**src/rtl/seqmul_pkg.sv**
```systemverilog
package seqmul_pkg;

    typedef enum logic {
        ST_IDLE = 1'b0,
        ST_RUN  = 1'b1
    } mul_state_t;

    // Per-cycle command from the sequencer to the datapath
    typedef struct packed {
        logic load;   // capture operands, clear upper half
        logic step;   // conditional add then right shift
        logic last;   // this step is the final iteration
    } mul_cmd_t;

    function automatic logic start_taken(input mul_state_t st, input logic start);
        return (st == ST_IDLE) && start;
    endfunction

endpackage

```
**src/rtl/seqmul_adder.sv**
```systemverilog
module seqmul_adder #(
    parameter int W = 32
) (
    input  logic [W-1:0] a_i,
    input  logic [W-1:0] b_i,
    output logic [W-1:0] sum_o,
    output logic         cout_o
);
    logic [W:0] c;

    assign c[0] = 1'b0;

    for (genvar i = 0; i < W; i++) begin : g_bit
        assign sum_o[i] = a_i[i] ^ b_i[i] ^ c[i];
        assign c[i+1]   = (a_i[i] & b_i[i]) | (a_i[i] & c[i]) | (b_i[i] & c[i]);
    end

    assign cout_o = c[W];
endmodule

```
**src/rtl/seqmul_ctrl.sv**
```systemverilog
module seqmul_ctrl
    import seqmul_pkg::*;
#(
    parameter int W = 32
) (
    input  logic     clk,
    input  logic     rst,
    input  logic     start_i,
    output mul_cmd_t cmd_o,
    output logic     busy_o,
    output logic     done_o
);
    localparam int CW = (W > 1) ? $clog2(W) : 1;
    localparam logic [CW-1:0] LAST_IDX = CW'(W - 1);

    mul_state_t    state_q;
    logic [CW-1:0] iter_q;
    logic          done_q;

    always_comb begin
        cmd_o.load = start_taken(state_q, start_i);
        cmd_o.step = (state_q == ST_RUN);
        cmd_o.last = (state_q == ST_RUN) && (iter_q == LAST_IDX);
    end

    always_ff @(posedge clk) begin
        if (rst) begin
            state_q <= ST_IDLE;
            iter_q  <= '0;
            done_q  <= 1'b0;
        end else begin
            done_q <= 1'b0;
            if (cmd_o.load) begin
                state_q <= ST_RUN;
                iter_q  <= '0;
            end else if (cmd_o.step) begin
                if (cmd_o.last) begin
                    state_q <= ST_IDLE;
                    iter_q  <= '0;
                    done_q  <= 1'b1;
                end else begin
                    iter_q <= iter_q + 1'b1;
                end
            end
        end
    end

    assign busy_o = (state_q == ST_RUN);
    assign done_o = done_q;
endmodule

```
**src/rtl/seqmul_dp.sv**
```systemverilog
module seqmul_dp
    import seqmul_pkg::*;
#(
    parameter int W = 32
) (
    input  logic         clk,
    input  logic         rst,
    input  mul_cmd_t     cmd_i,
    input  logic [W-1:0] mcand_i,
    input  logic [W-1:0] mplier_i,
    output logic [W-1:0] hi_o,
    output logic [W-1:0] lo_o
);
    localparam int PW = 2 * W;

    logic [PW-1:0] prod_q;
    logic [W-1:0]  mcand_q;
    logic [W-1:0]  addend;
    logic [W-1:0]  sum;
    logic          cout;

    // The lowest product bit decides whether the multiplicand is added
    assign addend = prod_q[0] ? mcand_q : '0;

    seqmul_adder #(.W(W)) u_add (
        .a_i    (prod_q[PW-1:W]),
        .b_i    (addend),
        .sum_o  (sum),
        .cout_o (cout)
    );

    always_ff @(posedge clk) begin
        if (rst) begin
            prod_q  <= '0;
            mcand_q <= '0;
        end else if (cmd_i.load) begin
            mcand_q <= mcand_i;
            prod_q  <= {{W{1'b0}}, mplier_i};
        end else if (cmd_i.step) begin
            prod_q <= {cout, sum, prod_q[W-1:1]};
        end
    end

    assign hi_o = prod_q[PW-1:W];
    assign lo_o = prod_q[W-1:0];
endmodule

```
**src/rtl/seqmul_top.sv**
```systemverilog
module seqmul_top
    import seqmul_pkg::*;
#(
    parameter int W = 32
) (
    input  logic         clk,
    input  logic         rst,
    input  logic         start_i,
    input  logic [W-1:0] mcand_i,
    input  logic [W-1:0] mplier_i,
    output logic         busy_o,
    output logic         done_o,
    output logic [W-1:0] hi_o,
    output logic [W-1:0] lo_o
);
    mul_cmd_t cmd;

    seqmul_ctrl #(.W(W)) u_ctrl (
        .clk     (clk),
        .rst     (rst),
        .start_i (start_i),
        .cmd_o   (cmd),
        .busy_o  (busy_o),
        .done_o  (done_o)
    );

    seqmul_dp #(.W(W)) u_dp (
        .clk      (clk),
        .rst      (rst),
        .cmd_i    (cmd),
        .mcand_i  (mcand_i),
        .mplier_i (mplier_i),
        .hi_o     (hi_o),
        .lo_o     (lo_o)
    );
endmodule

```
**config.mk**
```make
export PLATFORM = sky130hd
export DESIGN_NAME = seqmul_top
export DESIGN_NICKNAME = d
export VERILOG_FILES = /design/src/rtl/seqmul_pkg.sv /design/src/rtl/seqmul_adder.sv /design/src/rtl/seqmul_ctrl.sv /design/src/rtl/seqmul_dp.sv /design/src/rtl/seqmul_top.sv
export SDC_FILE = /design/constraint.sdc
export NUM_CORES = 1
export LEC_CHECK = 0
export BUFFER_PORTS_ARGS = -buffer_cell sky130_fd_sc_hd__buf_2
export CORE_MARGIN = 3
export CORE_UTILIZATION = 32
export CTS_CLUSTER_SIZE = 10
export DETAILED_ROUTE_END_ITERATION = 10
export GPL_ROUTABILITY_DRIVEN = 0
export SYNTH_ARGS = -nofsm -noshare
export SYNTH_HDL_FRONTEND = slang
export SYNTH_SLANG_ARGS = --single-unit
```
**constraint.sdc**
```tcl
create_clock -name clk -period 35.1 [get_ports clk]
set_input_delay 3.51 -clock clk [delete_from_list [all_inputs] [get_ports clk]]
set_output_delay 3.51 -clock clk [all_outputs]
set_load 0.05 [all_outputs]
```
==> out/qor.yml, run 1 <==
status: "completed"
grt_max_degree: 70
syn_inst: 490
drive_gt1_frac: 0.3076
power_frac_clock: 0.388
overflow: 0
dp_hpwl_mm: 7.610
place_inst: 776
dr.pass1.iters: 3
p_switching_mw: 0.07137
required_ns: 35.36
clk_pin_slew_ns: 0.07
pwr_density_cell_mw_per_mm2: 44.70
setup_viol: 0
grt.total_usage: 0.1328
finClkSkew_ns: 0.007375
fp.coreArea_mm2: 0.01481
wl_per_cell_um: 13.77
cts_resized: 0
intPower_mw: 0.1952
grt_pass1_wl_mm: 17.76
clk_latency_ns: 0.35
synth.distinct_cells: 22
ys_seq_area_frac: 0.4171
synth_edf_count: 0
cellLeakagePower_nw: 2.808
postCtsSetupRepairBufs: 0
postRouteWirelength_mm: 10.91
first_global_vias: 3617
dieArea_mm2: 0.01698
path_common_cell: "fa_1"
drt_iter0_drc: 114
cts.htree.levels: 3
synth_top_family_by_area: "multiplexers"
tightest_slew_ns: 0.9545
fp.dieH_um: 130.3
antenna_found_initial: 0
drc: 0
power_frac_seq: 0.471
n_fill_cell: 1507
synth.area.top_cells: "dfxtp_1 42%, mux2i_1 13%, fa_1 13%, mux2_2 7.3%, nor2_1 5.4%"
async_flop_share: 0
ys_ff_latch: 103
ys.flop_type: "dfxtp_1"
comb_power_share: 0.141
fin_nets: 704
cp_data_arrival_time_ns: 13.44
cts.path.max_buffers: 2
totalNegativeSetupSlack_ns: 0
max_stage_delay_ns: 0.43
ios: 133
rsz0062_at_grt: "no"
maxCapViolations: 0
fin_crit_sh: 0.3754
hold_viol_final: 0
synthMuxAreaShare: 0.2005
yosysTopAreaCellShare: 0.4171
avgSynthCellArea_um2: 10.09
yosys.area_share.adder: 0.1331
cp-end-kind: "flop"
rows: 44
vias: 3620
layoutNonFillerInstCount: 792
synthToLayoutAreaGrowth_pct: 20.65
yosys.area_share.xor_xnor: 0.003543
vias_per_cell: 4.571
slew_viol_final: 0
root_buffer: "clkbuf_16"
synth_common_cells: "103 x dfxtp_1, 71 x nor2_1, 67 x nand2_1"
cp_max_fo: 15
initial_utilization: 0.3338
hold_slack_ns: 0.4495
cts_hold_buf: 0
fp.dieW_um: 130.3
final.min_clock_period_ns: 13.18
fmax_mhz: 75.90
synth_compound_area_frac: 0.04050
cts_buffers: 9
yosysTopAreaCell: "dfxtp_1"
post-synth-top-count-cell: "dfxtp_1"
syn_nets: 591
port-buffer-count: 132
worst_setup_path_start_kind: "flop"
ys_warn_count: 0
antenna_left: 0
worstHoldPathType: "reg2reg"
ir_worst_vdd_uv: 29.44
slew_headroom: 0.3637
swShare: 0.2677
critical_path_class: "reg2reg"
cts_tree: "built"
r2r_cells: 37
cp_slowest_cell: "dfxtp_1"
yosys.area_share.simple: 0.1549
n_antenna_cell: 0
syn-cell-area_mm2: 0.004943
min_path_cells: 2
cts.sinks: 103
==> cells in the final DEF (no fill, tap or decap) <==
cell and instances:
dfxtp_4 1, nand2_1 67, nor3b_1 1, clkbuf_8 2
inv_1 5, nand4_1 1, fa_1 31, dfxtp_1 102
inv_6 1, buf_4 6, nor4b_1 1, mux2_2 32
clkbuf_1 1, bufinv_16 1, ha_1 3, a211oi_1 4
nand2b_1 2, clkinv_4 1, nor2b_2 1, mux2i_1 63
xor2_1 2, and2_1 30, buf_2 132, nor2_1 71
nor2b_1 2, clkinv_2 1, and3_1 1, a21oi_1 34
clkbuf_16 9
==> worst max-delay path, delay by kind of cell, from the launching register on <==
kind            cells  cell delay [ns]
compound gates      1             0.21
fa+ha+maj          32            12.01
buf+inv             3             0.20
flops               1             0.43
simple gates        1             0.23
==> power by group through the flow <==
stage / sequential [mW] / combinational (mW) / clock, mW
after CTS: 0.126 / 0.0382 / 0.108
after global placement: 0.128 / 0.0376 / 0
after detailed placement: 0.128 / 0.0381 / 0
after floorplan: 0.137 / 0.0200 / 0
final: 0.126 / 0.0375 / 0.103
after global routing: 0.127 / 0.0411 / 0.113
==> cell type report <==
cell class | count | area, um2 | share of cell area
Multi-Input combinational cell | 346 | 2635 | 0.4418
Inverter | 5 | 18.77 | 0.003147
Clock inverter | 4 | 52.55 | 0.008811
Tap cell | 184 | 230.2 | 0.03860
Timing Repair Buffer | 138 | 705.7 | 0.1183
Clock buffer | 12 | 256.5 | 0.04300
Sequential cell | 103 | 2066 | 0.3463
==> through the flow <==
step                      power (mW)    util  area [um2]  setup slack (ns)
after floorplan               0.1570       -        4943             22.09
after global routing          0.2806  0.4028        5964             21.39
after CTS                     0.2723  0.4028        5964             21.87
after global placement        0.1658  0.3819        5655             22.03
final                         0.2666  0.4028        5964             21.93
after detailed placement      0.1665  0.3819        5655             21.92
==> per-layer routing <==
layer	vias to the layer above	GRT usage	share of wire
met1	1712	0.1576	0.44
met2	73	0.2284	0.49
met4	0	0.05196	0.016
met3	11	0.03602	0.052
li1	1824	-	-
met5	-	0	0
==> kinds of logic after synthesis <==
logic type                 count (synthesis)
AOI/OAI and AO/OA                         38
xor gates and xnor gates                   2
adders and majority gates                 34
buffers and inverters                     41
DFF                                      103
muxes                                     95
and+or+nand+nor                          177
==> flip-flops by register name, summed over array words and instances, names as in the netlist <==
signal / flops
u_ctrl.busy_o: 1
u_ctrl.done_o: 1
u_ctrl.iter_q: 5
u_dp.mcand_q: 32
u_dp.prod_q: 64
==> worst paths after layout <==
check / startpoint / slack [ns] / to
worst max register to register: u_dp.prod_q[0]$_SDFFE_PP0P_ / 21.93 / u_dp.prod_q[62]$_SDFFE_PP0P_
worst min register to register: u_dp.mcand_q[7]$_SDFFE_PP0P_ / 0.45 / u_dp.mcand_q[7]$_SDFFE_PP0P_
worst min-delay path: u_dp.mcand_q[7]$_SDFFE_PP0P_ / 0.45 / u_dp.mcand_q[7]$_SDFFE_PP0P_
worst max-delay path: u_dp.prod_q[0]$_SDFFE_PP0P_ / 21.93 / u_dp.prod_q[62]$_SDFFE_PP0P_
Power figures use the tool's default switching activity.
==> run 2: changes to the inputs <==
--- a/config.mk
+++ b/config.mk
@@ -5,6 +5,7 @@
 export SDC_FILE = /design/constraint.sdc
 export NUM_CORES = 1
 export LEC_CHECK = 0
+export ABC_AREA = 1
 export BUFFER_PORTS_ARGS = -buffer_cell sky130_fd_sc_hd__buf_2
 export CORE_MARGIN = 3
 export CORE_UTILIZATION = 32
==> constraint.sdc (replaced) <==
create_clock -name clk -period 11.7 [get_ports clk]
set_input_delay 1.17 -clock clk [delete_from_list [all_inputs] [get_ports clk]]
set_output_delay 1.17 -clock clk [all_outputs]
set_load 0.05 [all_outputs]
==> out/qor.yml, run 2 <==
finClkSkew_ns: 0.01090  # +0.003526 ns
clk_latency_ns: 0.35  # about the same
grt_max_degree: 71  # +1.4%
overflow: 0  # unchanged
hold_viol_final: 0  # unchanged
slew_headroom: 0.4188  # +0.05507
rows: 45  # +2.3%
dieArea_mm2: 0.01712  # +0.87%
fp.coreArea_mm2: 0.01520  # +2.7%
clk_pin_slew_ns: 0.07  # about the same
cts_buffers: 9  # unchanged
syn_inst: 664  # +36%
vias_per_cell: 4.556  # -0.32%
n_antenna_cell: 0  # unchanged
async_flop_share: 0  # unchanged
violations: "negative setup slack"
synth.distinct_cells: 25  # +14%
reg.largest.list: "u_dp.prod_q: 64 flops, u_dp.mcand_q: 32 flops, u_ctrl.iter_q: 5 flops"
wl_per_cell_um: 13.10  # -4.9%
syn-cell-area_mm2: 0.004989  # +0.91%
postRouteWirelength_mm: 12.65  # +16%
dr.pass1.iters: 4  # +1
cp_slowest_cell: "fa_2"
synth_edf_count: 0  # unchanged
crit_path_start: "u_dp.prod_q[0]$_SDFFE_PP0P_"
utilization: 0.4023  # -0.0004490
drc: 0  # unchanged
final_common_cell: "nand2_1"
first_global_vias: 4188  # +16%
status: "finished with violations"
pwr_density_cell_mw_per_mm2: 132.7  # +200%
cts_tree: "built"
swShare: 0.2772  # +0.009544
initial_utilization: 0.3281  # -0.005664
grt_pass1_wl_mm: 20.66  # +16%
largest-register: "u_dp.prod_q"
fin_crit_sh: 1.019  # +0.6433
setup_viol: 1  # +1
timing.rr.start: "u_dp.prod_q[0]$_SDFFE_PP0P_"
n_fill_cell: 1630  # +8.2%
power_frac_seq: 0.466  # -0.005
fin_ws_ns: -0.2183  # -22.14 ns
drt_iter0_drc: 228  # +100%
grt.total_usage: 0.1528  # +0.01997
intPower_mw: 0.5865  # +200%
power_frac_clock: 0.397  # +0.009
max_stage_delay_ns: 0.41  # -0.02 ns
synth.area.top_cells: "dfxtp_1 41%, nand2_1 15%, fa_1 12%, nand3_1 6.6%, nor2_1 5.4%"
path_common_cell: "fa_2"
syn_nets: 765  # +29%
maxCapViolations: 0  # unchanged
place_inst: 949  # +22%
ys_ff_latch: 103  # unchanged
post-synth-top-count-cell: "nand2_1"
ys.flop_type: "dfxtp_1"
yosysTopAreaCell: "dfxtp_1"
worstHoldPathType: "reg2reg"
fp.dieW_um: 130.9  # +0.43%
slew_viol_final: 0  # unchanged
layoutNonFillerInstCount: 966  # +22%
root_buffer: "clkbuf_16"
cp-end-kind: "flop"
final.min_clock_period_ns: 11.92  # -1.257 ns
fmax_mhz: 83.90  # +11%
ios: 133  # unchanged
min_from: "u_ctrl.iter_q[1]$_SDFFE_PP0P_"
required_ns: 11.97  # -23.39 ns
synthToLayoutAreaGrowth_pct: 22.60
largest_reg_flops: 64  # unchanged
critical_path_class: "reg2reg"
yosysTopAreaCellShare: 0.4133  # -0.003766
antenna_left: 0  # unchanged
cts_hold_buf: 0  # unchanged
antenna_found_initial: 1  # +1
ir_worst_vdd_uv: 94.07  # +220%
p_total_mw: 0.8114  # +200%
port-buffer-count: 132  # unchanged
fin_nets: 874  # +24%
synth_common_cells: "199 x nand2_1, 103 x dfxtp_1, 72 x nor2_1"
cts.htree.levels: 3  # unchanged
vias: 4401  # +22%
rsz0062_at_grt: "yes"
final_cell_mix: "198 x nand2_1, 132 x buf_2, 101 x dfxtp_1"
ys_seq_area_frac: 0.4133  # -0.003766
ys_warn_count: 0  # unchanged
tightest_slew_ns: 0.8698  # -0.08467 ns
cts.path.max_buffers: 2  # unchanged
worst_setup_path_start_kind: "flop"
drive_gt1_frac: 0.2584  # -0.04921
cts.sinks: 103  # unchanged
p_switching_mw: 0.2250  # +220%
comb_power_share: 0.137  # -0.004
dp_hpwl_mm: 8.208  # +7.9%
cp_data_arrival_time_ns: 12.19  # -1.25 ns
fp.dieH_um: 130.9  # +0.43%
cp_max_fo: 4  # -11
cellLeakagePower_nw: 3.142  # +12%
avgSynthCellArea_um2: 7.513  # -26%
[run 2: metal layers]
layer | wire, um | vias up | global-route usage
met2 | 5683 | 114 | 0.2528
met3 | 938 | 12 | 0.05528
met4 | 143 | 2 | 0.04174
li1 | - | 2254 | -
met1 | 5874 | 2019 | 0.1888
met5 | 13 | - | 0
[run 2: worst max-delay path: cells and delay by family (launching register included)]
kind	cells	cell delay, ns
compound gates	1	0.11
fa+ha+maj	32	10.92
buf+inv	4	0.20
flops	1	0.36
simple gates	2	0.29
[run 2: cell type report]
| class | count | area, um2 | area share |
|---|---|---|---|
| clock buffer | 10 | 229.0 | 0.03744 |
| clock inverter | 6 | 83.83 | 0.01371 |
| inverter | 72 | 272.8 | 0.04460 |
| multi-input combinational | 447 | 2507 | 0.4100 |
| sequential | 103 | 2067 | 0.3380 |
| tap | 188 | 235.2 | 0.03846 |
| timing repair buffer | 140 | 720.7 | 0.1178 |
[run 2: worst paths after layout]
path	to	depth (start not counted)	slack, ns
max	u_dp.prod_q[62]$_SDFFE_PP0P_	39	-0.22
min	u_ctrl.iter_q[1]$_SDFFE_PP0P_	2	0.48
max reg2reg	u_dp.prod_q[62]$_SDFFE_PP0P_	39	-0.22
min reg2reg	u_ctrl.iter_q[1]$_SDFFE_PP0P_	2	0.48
[run 2: logic make-up (layout without fill, tap and decap cells)]
kind of cell,count (synthesis),count (layout),synth area share
simple gates,345,345,0.2832
buf+inv,114,228,0.1026
flops,103,103,0.4133
compound gates,67,67,0.06722
fa+ha+maj,34,34,0.1319
xor+xnor,1,1,0.001756
[run 2: power by group through the flow]
| stage | Clock, mW | Sequential [mW] | Combinational [mW] |
|---|---|---|---|
| 2_1_floorplan | 0 | 0.410 | 0.0588 |
| 3_3_place_gp | 0 | 0.386 | 0.112 |
| 3_5_place_dp | 0 | 0.386 | 0.113 |
| 4_1_cts | 0.336 | 0.378 | 0.113 |
| 5_1_grt | 0.346 | 0.380 | 0.125 |
| 6_report | 0.322 | 0.378 | 0.111 |
[run 2: metrics by stage]
stage          worst slack [ns]  TNS [ns]  hold slack [ns]  instance area (um2)
4_1_cts                 -0.3014   -0.3014           0.4832                 6086
3_3_place_gp            -0.1769   -0.1769           0.4621                 5771
5_1_grt                 -0.4989   -0.7188           0.5070                 6116
6_report                -0.2183   -0.2183           0.4823                 6116
3_5_place_dp            -0.2849   -0.2849           0.4686                 5771
2_1_floorplan           -0.2323   -0.2323           0.4482                 5080
[run 2: what timing repair did]
| item | in CTS | in global routing |
|---|---|---|
| gates resized for setup | 1 | 10 |
| buffers inserted | 0 | 1 |
| cloned | 0 | 0 |
| endpoints found under the setup margin | 1 | 3 |
| pin swaps | 0 | 2 |
| hold endpoints to repair | 0 | 0 |
==> run 3: changes to the inputs <==
==> constraint.sdc (replaced) <==
create_clock -name clk -period 11.7 [get_ports clk]
set_input_delay 1.17 -clock clk [delete_from_list [all_inputs] [get_ports clk]]
set_output_delay 1.17 -clock clk [all_outputs]
set_load 0.01 [all_outputs]
==> out/qor.yml, run 3 (synthesis gave the netlist of run 2 again) <==
max_stage_delay_ns: 0.39  # -0.02 ns
dieArea_mm2: 0.01712  # unchanged
final.min_clock_period_ns: 11.82  # -0.1023 ns
initial_utilization: 0.3281  # unchanged
cts.htree.levels: 3  # unchanged
vias_per_cell: 4.471  # -1.9%
maxCapViolations: 0  # unchanged
critPathTopFamily: "adder cells"
critPathBufInv: 4  # unchanged
fp.dieH_um: 130.9  # unchanged
first_global_vias: 4037  # -3.6%
r2r_cells: 39  # unchanged
hold_viol_final: 0  # unchanged
cts.sinks: 103  # unchanged
fp.coreArea_mm2: 0.01520  # unchanged
rows: 45  # unchanged
p_total_mw: 0.7671  # -5.5%
fin_nets: 874  # unchanged
final_cell_mix: "199 x nand2_1, 132 x buf_2, 101 x dfxtp_1"
cts_buffers: 9  # unchanged
fp.dieW_um: 130.9  # unchanged
crit_path_start: "u_dp.prod_q[0]$_SDFFE_PP0P_"
overflow: 0  # unchanged
rsz0062_at_grt: "yes"
port-buffer-count: 132  # unchanged
cp-end-kind: "flop"
largest-register: "u_dp.prod_q"
antenna_found_initial: 0  # -1
antenna_left: 0  # unchanged
rrSetupSlack_ns: -0.12  # +0.10 ns
slew_viol_final: 0  # unchanged
totalNegativeSetupSlack_ns: -0.1159  # +0.1023 ns
worst_setup_path_start_kind: "flop"
cp_slowest_cell: "fa_1"
timing.rr.end: "u_dp.prod_q[62]$_SDFFE_PP0P_"
setup_viol: 1  # unchanged
slew_headroom: 0.4392  # +0.02041
cts.path.max_buffers: 2  # unchanged
fin_crit_sh: 1.010  # -0.008748
final_common_cell: "nand2_1"
fin_ws_ns: -0.1159  # +0.1023 ns
dp_hpwl_mm: 7.950  # -3.1%
n_fill_cell: 1618  # -0.74%
drc: 0  # unchanged
crit_cells: 39  # unchanged
drt_iter0_drc: 196  # -14%
multi_input_area_mm2: 0.002490  # -0.70%
timing.rr.start: "u_dp.prod_q[0]$_SDFFE_PP0P_"
violations: "negative setup slack"
postRouteWirelength_mm: 12.40  # -2.0%
cp_data_arrival_time_ns: 12.08  # -0.11 ns
fmax_mhz: 84.63  # +0.87%
grt.total_usage: 0.1498  # -0.003054
hold_slack_ns: 0.4759  # -0.006417 ns
path_common_cell: "fa_2"
ios: 133  # unchanged
required_ns: 11.97  # about the same
clk_latency_ns: 0.35  # about the same
grt_max_degree: 71  # unchanged
cellLeakagePower_nw: 3.132  # -0.32%
cts_tree: "built"
seq_area_mm2: 0.002064  # -0.12%
vias: 4319  # -1.9%
largest_reg_flops: 64  # unchanged
worstHoldPathType: "reg2reg"
drive_gt1_frac: 0.2519  # -0.006427
clk_pin_slew_ns: 0.07  # about the same
dr.pass1.iters: 4  # unchanged
wl_per_cell_um: 12.83  # -2.0%
pwr_density_cell_mw_per_mm2: 126.3  # -4.8%
critical_path_class: "reg2reg"
tightest_slew_ns: 0.8393  # -0.03055 ns
n_antenna_cell: 0  # unchanged
reg.largest.list: "u_dp.prod_q: 64 flops, u_dp.mcand_q: 32 flops, u_ctrl.iter_q: 5 flops"
finClkSkew_ns: 0.007008  # -0.003893 ns
cts_hold_buf: 0  # unchanged
ir_worst_vdd_uv: 74.87  # -20%
crit_path_end: "u_dp.prod_q[62]$_SDFFE_PP0P_"
status: "finished with violations"
synthToLayoutAreaGrowth_pct: 21.75
min_path_cells: 2  # unchanged
cp_max_fo: 3  # -1
root_buffer: "clkbuf_16"
grt_pass1_wl_mm: 20.08  # -2.8%
## run 3: changes by cell type in the layout (fill, tap and decap cells not counted), sizes merged
cell	change
inv	-1
clkinv	+2
bufinv	-1
## run 3: final cells by class
class                   instances  share of cell area
well taps                     188             0.03873
multi-input cells             447              0.4100
repair buffers                140              0.1187
inverters                      72             0.04491
clock buffers                  10             0.03770
flip-flops and latches        103              0.3399
clock inverters                 6             0.01009
## run 3: power breakdown
part,total (mW),internal [mW],switching [mW]
logic,0.0887,0.0323,0.0564
registers,0.378,0.367,0.0105
clock network,0.301,0.165,0.135
total,0.767,0.565,0.202
## run 3: worst min-delay path, cell delays in order, from the launching register on
cell	delay, ns
dfxtp_1	0.32
nand2_1	0.06
a21oi_1	0.05
## run 3: worst min-delay path by stage
stage                                              from                            end  slack [ns]
after floorplan           u_ctrl.iter_q[4]$_SDFFE_PP0P_  u_ctrl.iter_q[4]$_SDFFE_PP0P_        0.45
after global placement    u_ctrl.iter_q[4]$_SDFFE_PP0P_  u_ctrl.iter_q[4]$_SDFFE_PP0P_        0.46
after detailed placement   u_dp.prod_q[34]$_SDFFE_PP0P_   u_dp.prod_q[34]$_SDFFE_PP0P_        0.47
after CTS                  u_dp.prod_q[34]$_SDFFE_PP0P_   u_dp.prod_q[34]$_SDFFE_PP0P_        0.48
after global routing      u_ctrl.iter_q[1]$_SDFFE_PP0P_  u_ctrl.iter_q[1]$_SDFFE_PP0P_        0.50
final                      u_dp.prod_q[34]$_SDFFE_PP0P_   u_dp.prod_q[34]$_SDFFE_PP0P_        0.48
## run 3: through the flow
step | setup slack, ns | instance area [um2] | utilization | std cells
finish | -0.1159 | 6073 | 0.3995 | 966
global route | -0.4930 | 6073 | 0.3995 | 966
CTS | -0.1220 | 6066 | 0.3990 | 965
detailed placement | -0.1797 | 5767 | 0.3793 | 949
global placement | -0.1401 | 5767 | 0.3793 | 949
floorplan | -0.1588 | 5067 | - | 664
## run 3: repair_timing
| item | 4_1_cts | 5_1_grt |
|---|---|---|
| gates resized for setup | 6 | 0 |
| setup endpoints to repair | 1 | 3 |
| hold endpoints to repair | 0 | 0 |
| gates cloned | 0 | 0 |
| buffers inserted | 0 | 1 |
## run 3: metal layers
| metal | vias up | global-route usage | routed length, um |
|---|---|---|---|
| met1 | 1956 | 0.1919 | 5798 |
| met4 | 0 | 0.03267 | 102 |
| li1 | 2243 | - | - |
| met2 | 115 | 0.2423 | 5543 |
| met3 | 5 | 0.05610 | 952 |
| met5 | - | 0 | 0 |
